<file path="config.mk">
export PLATFORM = sky130hd
export DESIGN_NAME = rtc_seconds_core
export DESIGN_NICKNAME = d
export VERILOG_FILES = /design/src/rtl/rtc_core_pkg.sv /design/src/rtl/rtc_time_counter.sv /design/src/rtl/rtc_alarm_cmp.sv /design/src/rtl/rtc_irq_unit.sv /design/src/rtl/rtc_seconds_core.sv
export SDC_FILE = /design/constraint.sdc
export NUM_CORES = 1
export LEC_CHECK = 0
export BUFFER_PORTS_ARGS = -buffer_cell sky130_fd_sc_hd__buf_2
export CORE_AREA = 2 2 126 128
export DETAILED_ROUTE_END_ITERATION = 8
export DIE_AREA = 0 0 128 130
export GPL_ROUTABILITY_DRIVEN = 0
export PLACE_DENSITY = 0.59
export SLEW_MARGIN = 30
export SYNTH_ARGS = -nofsm -noshare
export SYNTH_HDL_FRONTEND = slang
export SYNTH_HIERARCHICAL = 1
export SYNTH_SLANG_ARGS = --single-unit
export TNS_END_PERCENT = 20
</file>
<file path="constraint.sdc">
create_clock -name clk -period 1.8 [get_ports clk]
set_input_delay 0.09 -clock clk [delete_from_list [all_inputs] [get_ports clk]]
set_output_delay 0.09 -clock clk [all_outputs]
set_load 0.02 [all_outputs]
</file>
<file path="src/rtl/rtc_core_pkg.sv">
package rtc_core_pkg;
   localparam int BUS_W = 32;

   localparam logic [7:0] OFS_STAGE_WR  = 8'h00;
   localparam logic [7:0] OFS_STAGE_RD  = 8'h04;
   localparam logic [7:0] OFS_NOW       = 8'h10;
   localparam logic [7:0] OFS_ALARM     = 8'h18;
   localparam logic [7:0] OFS_STATUS    = 8'h20;
   localparam logic [7:0] OFS_MASK      = 8'h24;
   localparam logic [7:0] OFS_UNMASK    = 8'h28;
   localparam logic [7:0] OFS_MASKSET   = 8'h2C;
   localparam logic [7:0] OFS_CONTROL   = 8'h40;

   localparam int CTL_OSC_BIT  = 24;
   localparam int CTL_BATT_BIT = 31;

   localparam int NUM_SRC   = 2;
   localparam int SRC_SEC   = 0;
   localparam int SRC_ALARM = 1;
endpackage

</file>
<file path="src/rtl/rtc_time_counter.sv">
module rtc_time_counter #(
   parameter int TIME_W = 32
) (
   input  logic              clk,
   input  logic              rst_n,
   input  logic              tick,
   input  logic              stage_we,
   input  logic [TIME_W-1:0] stage_wdata,
   output logic [TIME_W-1:0] cur_time,
   output logic [TIME_W-1:0] stage_val,
   output logic              pending
);
   generate
      if (TIME_W < 2 || TIME_W > 32) begin : g_bad_w
         $error("rtc_time_counter: TIME_W out of range");
      end
   endgenerate

   localparam logic [TIME_W-1:0] ONE = TIME_W'(1);

   always_ff @(posedge clk or negedge rst_n) begin
      if (!rst_n) begin
         cur_time  <= '0;
         stage_val <= '0;
         pending   <= 1'b0;
      end else begin
         if (tick) begin
            if (pending) cur_time <= stage_val;
            else         cur_time <= cur_time + ONE;
         end
         if (stage_we) begin
            stage_val <= stage_wdata;
            pending   <= 1'b1;
         end else if (tick) begin
            pending   <= 1'b0;
         end
      end
   end

   a_r3_commit: assert property (@(posedge clk) disable iff (!rst_n)
      tick && pending |=> cur_time == $past(stage_val));
   a_r4_step: assert property (@(posedge clk) disable iff (!rst_n)
      tick && !pending |=> cur_time == $past(cur_time) + ONE);
   a_r5_hold: assert property (@(posedge clk) disable iff (!rst_n)
      !tick |=> $stable(cur_time));
endmodule

</file>
<file path="src/rtl/rtc_alarm_cmp.sv">
module rtc_alarm_cmp #(
   parameter int TIME_W  = 32,
   parameter bit REG_CMP = 1'b0
) (
   input  logic              clk,
   input  logic              rst_n,
   input  logic [TIME_W-1:0] cur_time,
   input  logic [TIME_W-1:0] alarm_val,
   output logic              match
);
   logic eq;
   assign eq = (cur_time == alarm_val);

   generate
      if (REG_CMP) begin : g_reg
         logic eq_q;
         always_ff @(posedge clk or negedge rst_n) begin
            if (!rst_n) eq_q <= 1'b0;
            else        eq_q <= eq;
         end
         assign match = eq_q;
      end else begin : g_comb
         assign match = eq;
      end
   endgenerate
endmodule

</file>
<file path="src/rtl/rtc_irq_unit.sv">
module rtc_irq_unit #(
   parameter int NSRC = 2
) (
   input  logic            clk,
   input  logic            rst_n,
   input  logic [NSRC-1:0] set_evt,
   input  logic            clr_we,
   input  logic            en_we,
   input  logic            dis_we,
   input  logic [NSRC-1:0] wbits,
   output logic [NSRC-1:0] status,
   output logic [NSRC-1:0] mask,
   output logic [NSRC-1:0] irq
);
   generate
      if (NSRC < 1) begin : g_bad_n
         $error("rtc_irq_unit: NSRC must be positive");
      end
      for (genvar i = 0; i < NSRC; i++) begin : g_src
         always_ff @(posedge clk or negedge rst_n) begin
            if (!rst_n) begin
               status[i] <= 1'b0;
               mask[i]   <= 1'b1;
            end else begin
               if (set_evt[i])                status[i] <= 1'b1;
               else if (clr_we && wbits[i])   status[i] <= 1'b0;
               if (en_we && wbits[i])         mask[i]   <= 1'b0;
               else if (dis_we && wbits[i])   mask[i]   <= 1'b1;
            end
         end
         assign irq[i] = status[i] & ~mask[i];

         a_r6_set: assert property (@(posedge clk) disable iff (!rst_n)
            set_evt[i] |=> status[i]);
         a_r8_clear: assert property (@(posedge clk) disable iff (!rst_n)
            clr_we && wbits[i] && !set_evt[i] |=> !status[i]);
         a_r8_keep: assert property (@(posedge clk) disable iff (!rst_n)
            clr_we && !wbits[i] && !set_evt[i] |=> status[i] == $past(status[i]));
         a_r9_unmask: assert property (@(posedge clk) disable iff (!rst_n)
            en_we && wbits[i] |=> !mask[i]);
         a_r9_mask: assert property (@(posedge clk) disable iff (!rst_n)
            dis_we && wbits[i] |=> mask[i]);
      end
   endgenerate
endmodule

</file>
<file path="src/rtl/rtc_seconds_core.sv">
module rtc_seconds_core
   import rtc_core_pkg::*;
#(
   parameter int          ADDR_W    = 8,
   parameter int          TIME_W    = 32,
   parameter bit          REG_CMP   = 1'b0,
   parameter bit          OSC_RST   = 1'b1,
   parameter bit          BATT_RST  = 1'b0
) (
   input  logic              clk,
   input  logic              rst_n,
   input  logic              sec_tick,
   input  logic              bus_wr,
   input  logic [ADDR_W-1:0] bus_addr,
   input  logic [31:0]       bus_wdata,
   output logic [31:0]       bus_rdata,
   output logic              irq_sec,
   output logic              irq_alarm,
   output logic              osc_enable,
   output logic              batt_switch_en
);
   generate
      if (ADDR_W < 7 || ADDR_W > 16) begin : g_bad_a
         $error("rtc_seconds_core: ADDR_W out of range");
      end
      if (TIME_W > BUS_W) begin : g_bad_t
         $error("rtc_seconds_core: TIME_W wider than bus");
      end
   endgenerate

   localparam logic [ADDR_W-1:0] A_STW = ADDR_W'(OFS_STAGE_WR);
   localparam logic [ADDR_W-1:0] A_STR = ADDR_W'(OFS_STAGE_RD);
   localparam logic [ADDR_W-1:0] A_NOW = ADDR_W'(OFS_NOW);
   localparam logic [ADDR_W-1:0] A_ALM = ADDR_W'(OFS_ALARM);
   localparam logic [ADDR_W-1:0] A_STS = ADDR_W'(OFS_STATUS);
   localparam logic [ADDR_W-1:0] A_MSK = ADDR_W'(OFS_MASK);
   localparam logic [ADDR_W-1:0] A_UNM = ADDR_W'(OFS_UNMASK);
   localparam logic [ADDR_W-1:0] A_MST = ADDR_W'(OFS_MASKSET);
   localparam logic [ADDR_W-1:0] A_CTL = ADDR_W'(OFS_CONTROL);

   logic              we_stage, we_alarm, we_clr, we_en, we_dis, we_ctl;
   logic [TIME_W-1:0] cur_time, stage_val, alarm_q;
   logic              pending, match;
   logic [NUM_SRC-1:0] set_evt, status, mask, irq;

   assign we_stage = bus_wr && (bus_addr == A_STW);
   assign we_alarm = bus_wr && (bus_addr == A_ALM);
   assign we_clr   = bus_wr && (bus_addr == A_STS);
   assign we_en    = bus_wr && (bus_addr == A_UNM);
   assign we_dis   = bus_wr && (bus_addr == A_MST);
   assign we_ctl   = bus_wr && (bus_addr == A_CTL);

   rtc_time_counter #(.TIME_W(TIME_W)) u_cnt (
      .clk(clk), .rst_n(rst_n), .tick(sec_tick),
      .stage_we(we_stage), .stage_wdata(bus_wdata[TIME_W-1:0]),
      .cur_time(cur_time), .stage_val(stage_val), .pending(pending)
   );

   always_ff @(posedge clk or negedge rst_n) begin
      if (!rst_n) begin
         alarm_q        <= '1;
         osc_enable     <= OSC_RST;
         batt_switch_en <= BATT_RST;
      end else begin
         if (we_alarm) alarm_q <= bus_wdata[TIME_W-1:0];
         if (we_ctl) begin
            osc_enable     <= bus_wdata[CTL_OSC_BIT];
            batt_switch_en <= bus_wdata[CTL_BATT_BIT];
         end
      end
   end

   rtc_alarm_cmp #(.TIME_W(TIME_W), .REG_CMP(REG_CMP)) u_cmp (
      .clk(clk), .rst_n(rst_n), .cur_time(cur_time),
      .alarm_val(alarm_q), .match(match)
   );

   always_comb begin
      set_evt            = '0;
      set_evt[SRC_SEC]   = sec_tick;
      set_evt[SRC_ALARM] = match;
   end

   rtc_irq_unit #(.NSRC(NUM_SRC)) u_irq (
      .clk(clk), .rst_n(rst_n), .set_evt(set_evt),
      .clr_we(we_clr), .en_we(we_en), .dis_we(we_dis),
      .wbits(bus_wdata[NUM_SRC-1:0]),
      .status(status), .mask(mask), .irq(irq)
   );

   assign irq_sec   = irq[SRC_SEC];
   assign irq_alarm = irq[SRC_ALARM];

   always_comb begin
      bus_rdata = '0;
      unique case (bus_addr)
         A_STR: bus_rdata[TIME_W-1:0]  = stage_val;
         A_NOW: bus_rdata[TIME_W-1:0]  = cur_time;
         A_ALM: bus_rdata[TIME_W-1:0]  = alarm_q;
         A_STS: bus_rdata[NUM_SRC-1:0] = status;
         A_MSK: bus_rdata[NUM_SRC-1:0] = mask;
         A_CTL: begin
            bus_rdata[CTL_OSC_BIT]  = osc_enable;
            bus_rdata[CTL_BATT_BIT] = batt_switch_en;
         end
         default: bus_rdata = '0;
      endcase
   end

   a_r2_stage: assert property (@(posedge clk) disable iff (!rst_n)
      we_stage |=> pending && stage_val == $past(bus_wdata[TIME_W-1:0]));
   a_r7_match: assert property (@(posedge clk) disable iff (!rst_n)
      match |=> status[SRC_ALARM]);
   a_r11_ctl: assert property (@(posedge clk) disable iff (!rst_n)
      we_ctl |=> osc_enable == $past(bus_wdata[CTL_OSC_BIT])
                 && batt_switch_en == $past(bus_wdata[CTL_BATT_BIT]));
endmodule

</file>
==> results of run 1 <==
state kept, by name, summed over array words and instances (netlist names):
| name | count |
|---|---|
| osc_enable | 1 |
| u_cnt/cur_time | 32 |
| u_cnt/pending | 1 |
| alarm_q | 32 |
| batt_switch_en | 1 |
| u_irq/status | 2 |
| u_irq/mask | 2 |
| u_cnt/stage_val | 32 |
metrics by stage:
step,util,setup TNS [ns]
finish,0.5061,-0.02460
floorplan,-,-1.637
global placement,0.4563,0
global route,0.5061,-0.5393
CTS,0.4983,0
detailed placement,0.4563,-1.053
cell usage after synthesis, drive strengths merged, types with 2 or more instances:
cell type	count	area, µm²
mux2i	9	90.09
mux2	66	750.7
or3	3	18.77
dfstp	35	919.6
a32oi	4	35.03
clkbuf	29	108.9
o221ai	2	17.52
a211oi	2	15.01
and2	3	18.77
a31oi	4	25.02
a21o	3	22.52
xor2	32	280.3
nor2b	3	18.77
o211ai	5	37.54
or4	5	41.29
nand3	17	102.6
a311oi	2	17.52
nor4b	2	23.77
nand2	30	120.1
nand3b	2	15.01
o21ai	20	100.1
nor3	40	227.7
or2	3	18.77
inv	32	120.1
dfrtp	68	1702
or4b	3	30.03
o311ai	3	26.28
and4	3	28.78
o22ai	5	31.28
a221o	31	310.3
and3	7	43.79
a21oi	29	145.1
a31o	3	26.28
a22oi	5	37.54
nand4	11	105.1
nor4	14	108.9
nand2b	2	12.51
buf	7	40.03
nor2	25	93.84
critical path: stages (launching register included):
cell     delay [ns]
dfrtp_1        0.38
ha_2           0.23
nand4_4        0.14
nor3_4         0.34
nand2_4        0.10
or4_1          0.48
nand3_1        0.09
what timing repair did:
item / in CTS / in global routing
cloned: 0 / 1
endpoints found under the setup margin: 1 / 21
hold endpoints to repair: 85 / 0
hold buffers: 33 / 0
pin swaps: 0 / 7
resized for setup: 1 / 16
buffers inserted: 0 / 7
how the worst min path moves through the flow:
stage / endpoint / slack [ns] / depth (start not counted)
floorplan: batt_switch_en / -0.21 / 0
global placement: u_irq/status[0] / 0.04 / 1
detailed placement: u_irq/status[0] / 0.05 / 1
CTS: u_cnt/cur_time[30] / 0.09 / 2
global route: u_cnt/cur_time[30] / 0.11 / 2
finish: u_irq/mask[1] / 0.11 / 4
layer usage:
metal / track usage / wire length [µm] / vias up
li1: - / - / 2485
met2: 0.3498 / 8466 / 137
met4: 0.06529 / 319 / 0
met5: 0 / 0 / -
met3: 0.04469 / 863 / 23
met1: 0.3030 / 8057 / 2596
cells by family (layout without fill, tap and decap cells):
family	count (synthesis)	after routing
buffers and inverters	69	231
xor gates and xnor gates	32	32
DFF	103	103
adders and majority gates	1	1
and+or+nand+nor	174	174
muxes	75	75
AOI/OAI and AO/OA	125	125
layout make-up:
type,instances,share of cell area
flip-flops and latches,103,0.3361
well taps,192,0.03077
inverters,33,0.01587
clock inverters,2,0.004808
multi-input cells,407,0.4046
repair buffers,182,0.1728
clock buffers,14,0.03510
report_power, final:
group	switching (mW)	total [mW]	internal (mW)
sequential	0.197	2.72	2.52
clock	0.889	2.08	1.19
combinational	0.573	1.08	0.506
total	1.66	5.88	4.22
cells in the final DEF, fill, tap and decap left out, types with 31 or more instances in the layout:
cell type	netlist	layout
xor2_1	32	32
mux2_2	61	61
dlygate4sd3_1	0	33
a221o_1	31	31
buf_4	2	62
dfstp_2	35	35
inv_1	32	32
dfrtp_1	68	66
buf_2	5	78
nor3_1	37	36
==> summary.md, run 1 <==
| Metric | Value |
|---|---|
| Initial antenna violation count | 0 |
| Synth Area in Compound Gates | 0.1530 |
| Clock Pin Slew Worst Setup and Hold Paths | 0.07 ns |
| Pin count of the biggest net entering global routing | 57 |
| Row Count | 46 |
| Grt total ovfl | 0 |
| DRT iter0 DRCs | 455 |
| Largest family of logic cells by synthesized area | simple AND/OR/NAND/NOR gates |
| Async S/R FF share, synth | 1.000 |
| WL per Instance | roughly 19 µm |
| Synth Warn # | 6 |
| Status | finished with violations |
| Synthesized area | 5978 µm² |
| Final WS setup | -0.02460 ns |
| Pre-CTS worst setup slack | -0.06358 ns |
| Initial Util | 0.3876 |
| Htree depth | 3 |
| Pwr/cell area | 753.0 nW/µm² |
| Fin crit share | 1.014 |
| Nets | between 700 and 800 |
| IO Count | 80 |
| Dpl hpwl | approximately 13000 µm |
| R2R depth | 6 |
| Final Skew | 0.006019 ns |
| Worst path required time | ~2.1 ns |
| ANT nets after route | 0 |
| Port buffer count | a little under 80 |
| Total Wirelength | 17710 µm |
| CP Launch Type | register |
| CTS root buf | clkbuf_16 |
| Area taken by flip-flops and latches | 2624 µm² |
| Min-delay src | bus_addr[0] |
| Clock Path Buffers | 2 |
| Via density | approximately 5.6 |
| Design Power | 5.878 mW |
| Slew margin rel. | 0.6442 |
| Synth Register Bits | just over 100 |
| CP Launch Point | u_cnt/cur_time[0] |
| Post-DP Area | 7038 µm² |
| Area grow syn2layout | 30.58% |
| Worst setup path endpoint | u_cnt/cur_time[24] |
| Synth Flop Type | dfrtp_1 |
| Fin area | 7806 µm² |
| Share of cells above drive strength 1 | 0.4035 |
| Vias in the first global route | approximately 5200 |
| Total track usage | 0.2191 |
| R2R Setup Slk | -0.02 ns |
| First-pass GRT wire length | 28360 µm |
| DR DRC count | 0 |
| Setup CP Type | register to register |
| Max FO, Critical Path | 4 |
| Register area share after synthesis | 0.4385 |
| Drt first pass iters | 6 |
| Post-synthesis net count | about 620 |
| Mapped Avg Cell Area | 10.33 µm² |
| Num CTS Buffers | 9 |
| Slew Limit Fails | 0 |
| Fin crit period | ~1.8 ns |
| Max Cap Viol | 0 |
| Synth cell types | 67 |
| Core box area | between 15000 and 20000 µm² |
| RSZ-0062 raised after global routing | yes |
| Synth Area in Simple Gates | 0.1733 |
| Synth Area in Adders | 0.002093 |
| Min Hold Slack | approximately 0.11 ns |
| TritonCTS clock tree | yes |
| Fin cells | around 930 |
| Hold crit path type | primary input to register |
| Die Ht | roughly 130 µm |
| Via count | around 5200 |
| Post-placement cell count | 876 |
| Die width | 128 µm |
| Post-synth EDFFs | 0 |
| Final setup violation count | 1 |
| Worst setup EP type | register |
| Die area | approximately 17000 µm² |
| XOR/XNOR share of the synthesized area | 0.04688 |
| Leak pwr | roughly 3.7 nW |
| Failing checks | negative setup slack |
| Fmax | between 500 and 600 MHz |
| RR Startpoint | u_cnt/cur_time[0] |
| WP data arrival | around 2.1 ns |
| Ant diodes | 0 |
| Critical R2R Capture | u_cnt/cur_time[24] |
| Max VDD drop | ~490 µV |
| Clk_lat worst skew | between 0.3 and 0.4 ns |
| Measured slew at the worst slew-check pin | around 0.53 ns |
| Syn Inst Count | just under 600 |
| Mux cell area share after synthesis | 0.1406 |
| Multi-input gate area | between 3000 and 4000 µm² |
| Fillers | about 1400 |
| Sink Count | a little over 100 |
| Final Hold Viols | 0 |
(Power assumes the default switching activity.)
==> run 2, diff against run 1 <==
Settings changed: ABC_CLOCK_PERIOD_IN_PS from default to 1800, BUFFER_PORTS_ARGS -buffer_cell sky130_fd_sc_hd__buf_2 to -buffer_cell sky130_fd_sc_hd__buf_4.
==> summary.md, run 2 (synthesized netlist as in run 1, its figures left out) <==
| Metric | Value |
|---|---|
| Status | finished, final reports clean (was finished with violations) |
| Clk_lat worst skew | 0.36 ns (about the same) |
| RSZ-0062 raised after global routing | yes (unchanged) |
| Max VDD drop | 494.3 µV (was 490.6 µV) |
| Cell Chain, Critical Path | buf_8, buf_6, or4b_4, nor3_4, buf_6, buf_12, a221o_1, buf_4 (was ha_2, nand4_4, nor3_4, nand2_4, or4_1, nand3_1) |
| Die area | 16640 µm² (unchanged) |
| Fillers | 1377 (was 1422) |
| Measured slew at the worst slew-check pin | 0.4971 ns (was 0.5317 ns) |
| Dpl hpwl | 12020 µm (was 12530 µm) |
| Setup CP Type | primary input to output port (was register to register) |
| Slowest Stage Delay on Critical Path | 0.54 ns (was 0.48 ns) |
| Worst path required time | 1.71 ns (was 2.10 ns) |
| Worst setup EP type | output port (was register) |
| Drt first pass iters | 5 (was 6) |
| Most frequent cells in the layout | buf_4, dfrtp_1, mux2_2 (was buf_2, dfrtp_1, buf_4) |
| Total Wirelength | 17680 µm (was 17710 µm) |
| Largest regs | alarm_q: 32 flops, u_cnt/cur_time: 32 flops, u_cnt/stage_val: 32 flops (unchanged) |
| Slowest CP cell | or4b_4 (was or4_1) |
| Crit-path most repeated cell | buf_6 |
| Via count | 5236 (was 5241) |
| Clock Path Buffers | 2 (unchanged) |
| Setup TNS | 0 ns (was -0.02460 ns) |
| Hold crit path type | primary input to register (unchanged) |
| Total track usage | 0.2113 (was 0.2191) |
| ANT nets after route | 0 (unchanged) |
| Final Hold Viols | 0 (unchanged) |
| CTS root buf | clkbuf_16 (unchanged) |
| CP Launch Type | primary input (was register) |
| Max Cap Viol | 0 (unchanged) |
| WP data arrival | 1.70 ns (was 2.12 ns) |
| Slew Limit Fails | 0 (unchanged) |
| Htree depth | 3 (unchanged) |
| Num CTS Buffers | 9 (unchanged) |
| Sink Count | 103 (unchanged) |
| Share of cells above drive strength 1 | 0.3902 (was 0.4035) |
| Slew margin rel. | 0.6655 (was 0.6442) |
| Fin crit share | 0.9922 (was 1.014) |
| Post-placement cell count | 868 (was 876) |
| Final setup violation count | 0 (was 1) |
| WL per Instance | 19.12 µm (was 18.98 µm) |
| Pin count of the biggest net entering global routing | 57 (unchanged) |
| Fin crit period | 1.786 ns (was 1.825 ns) |
| Row Count | 46 (unchanged) |
| Fmax | 559.9 MHz (was 548.1 MHz) |
| Buf+Inv Stages, Crit Path | 5 (was 0) |
| DR DRC count | 0 (unchanged) |
| Area grow syn2layout | 32.90% (was 30.58%) |
| Fin cells | 925 (was 933) |
| DRT iter0 DRCs | 294 (was 455) |
| Initial antenna violation count | 0 (unchanged) |
| Vias in the first global route | 5117 (was 5231) |
| Initial Util | 0.3876 (unchanged) |
| Ant diodes | 0 (unchanged) |
| IO Count | 80 (unchanged) |
| Die width | 128 µm (unchanged) |
| Port buffer count | 79 (unchanged) |
| Clock Pin Slew Worst Setup and Hold Paths | 0.07 ns (about the same) |
| Max FO, Critical Path | 15 (was 4) |
| Grt total ovfl | 0 (unchanged) |
| Nets | 773 (was 781) |
| Layout Utilization | 0.5151 (was 0.5061) |
| Core box area | 15420 µm² (unchanged) |
| Pwr/cell area | 729.6 nW/µm² (was 753.0 nW/µm²) |
| Min Hold Slack | 0.1019 ns (was 0.1149 ns) |
| TritonCTS clock tree | yes (unchanged) |
| Die Ht | 130 µm (unchanged) |
| Final Skew | 0.009413 ns (was 0.006019 ns) |
| Leak pwr | 3.658 nW (was 3.660 nW) |
| First-pass GRT wire length | 27480 µm (was 28360 µm) |
| Design Power | 5.797 mW (was 5.878 mW) |
| CP top delay family | simple AND/OR/NAND/NOR gates (unchanged) |
| Via density | 5.661 (was 5.617) |
| Commonest non-fill, non-tap cell in the layout | buf_4 (was buf_2) |
## run 2: routing by layer
layer  track usage  routed length [µm]
met5             0                   0
met4       0.07434                 370
met2        0.3413                8570
met1        0.2876                7816
met3       0.03772                 925
## run 2: final cells by class
| class | instances | area, µm² | share of cell area |
|---|---|---|---|
| clock buffer | 10 | 229.0 | 0.02882 |
| clock inverter | 6 | 61.31 | 0.007717 |
| inverter | 33 | 123.9 | 0.01559 |
| multi-input combinational | 407 | 3144 | 0.3957 |
| sequential | 103 | 2624 | 0.3302 |
| tap | 192 | 240.2 | 0.03024 |
| timing repair buffer | 174 | 1523 | 0.1917 |
## run 2: where the power goes
part / leakage, nW / switching [mW] / total, mW / internal [mW]
clock: 0.142 / 0.879 / 1.95 / 1.07
sequential: 1.24 / 0.195 / 2.71 / 2.52
combinational: 2.28 / 0.575 / 1.13 / 0.555
## run 2: final timing paths
kind / from / endpoint / slack, ns / cells after the start
max in group asynchronous: rst_n / alarm_q[22] / 1.20 / 3
worst min register to register: u_irq/status[1] / u_irq/status[1] / 0.52 / 1
min in group asynchronous: rst_n / u_cnt/stage_val[4] / 0.26 / 3
worst max-delay path: bus_addr[0] / bus_rdata[15] / 0.01 / 8
worst min-delay path: sec_tick / u_cnt/cur_time[30] / 0.10 / 2
worst max register to register: u_cnt/cur_time[1] / u_cnt/cur_time[19] / 0.05 / 5
## run 2: stage by stage
step	cell area [µm²]	setup slack, ns
floorplan	6032	-0.05540
global placement	7161	-0.007603
detailed placement	7161	-0.04480
CTS	7790	-0.01398
global route	7945	-0.03116
finish	7945	0.01402
## run 2: timing repair
| item | 4_1_cts | 5_1_grt |
|---|---|---|
| pin swaps | 0 | 10 |
| setup endpoints to repair | 3 | 40 |
| cloned | 0 | 2 |
| hold buffers | 33 | 0 |
| buffers inserted | 0 | 6 |
| hold endpoints to repair | 149 | 0 |
| resized for setup | 1 | 22 |
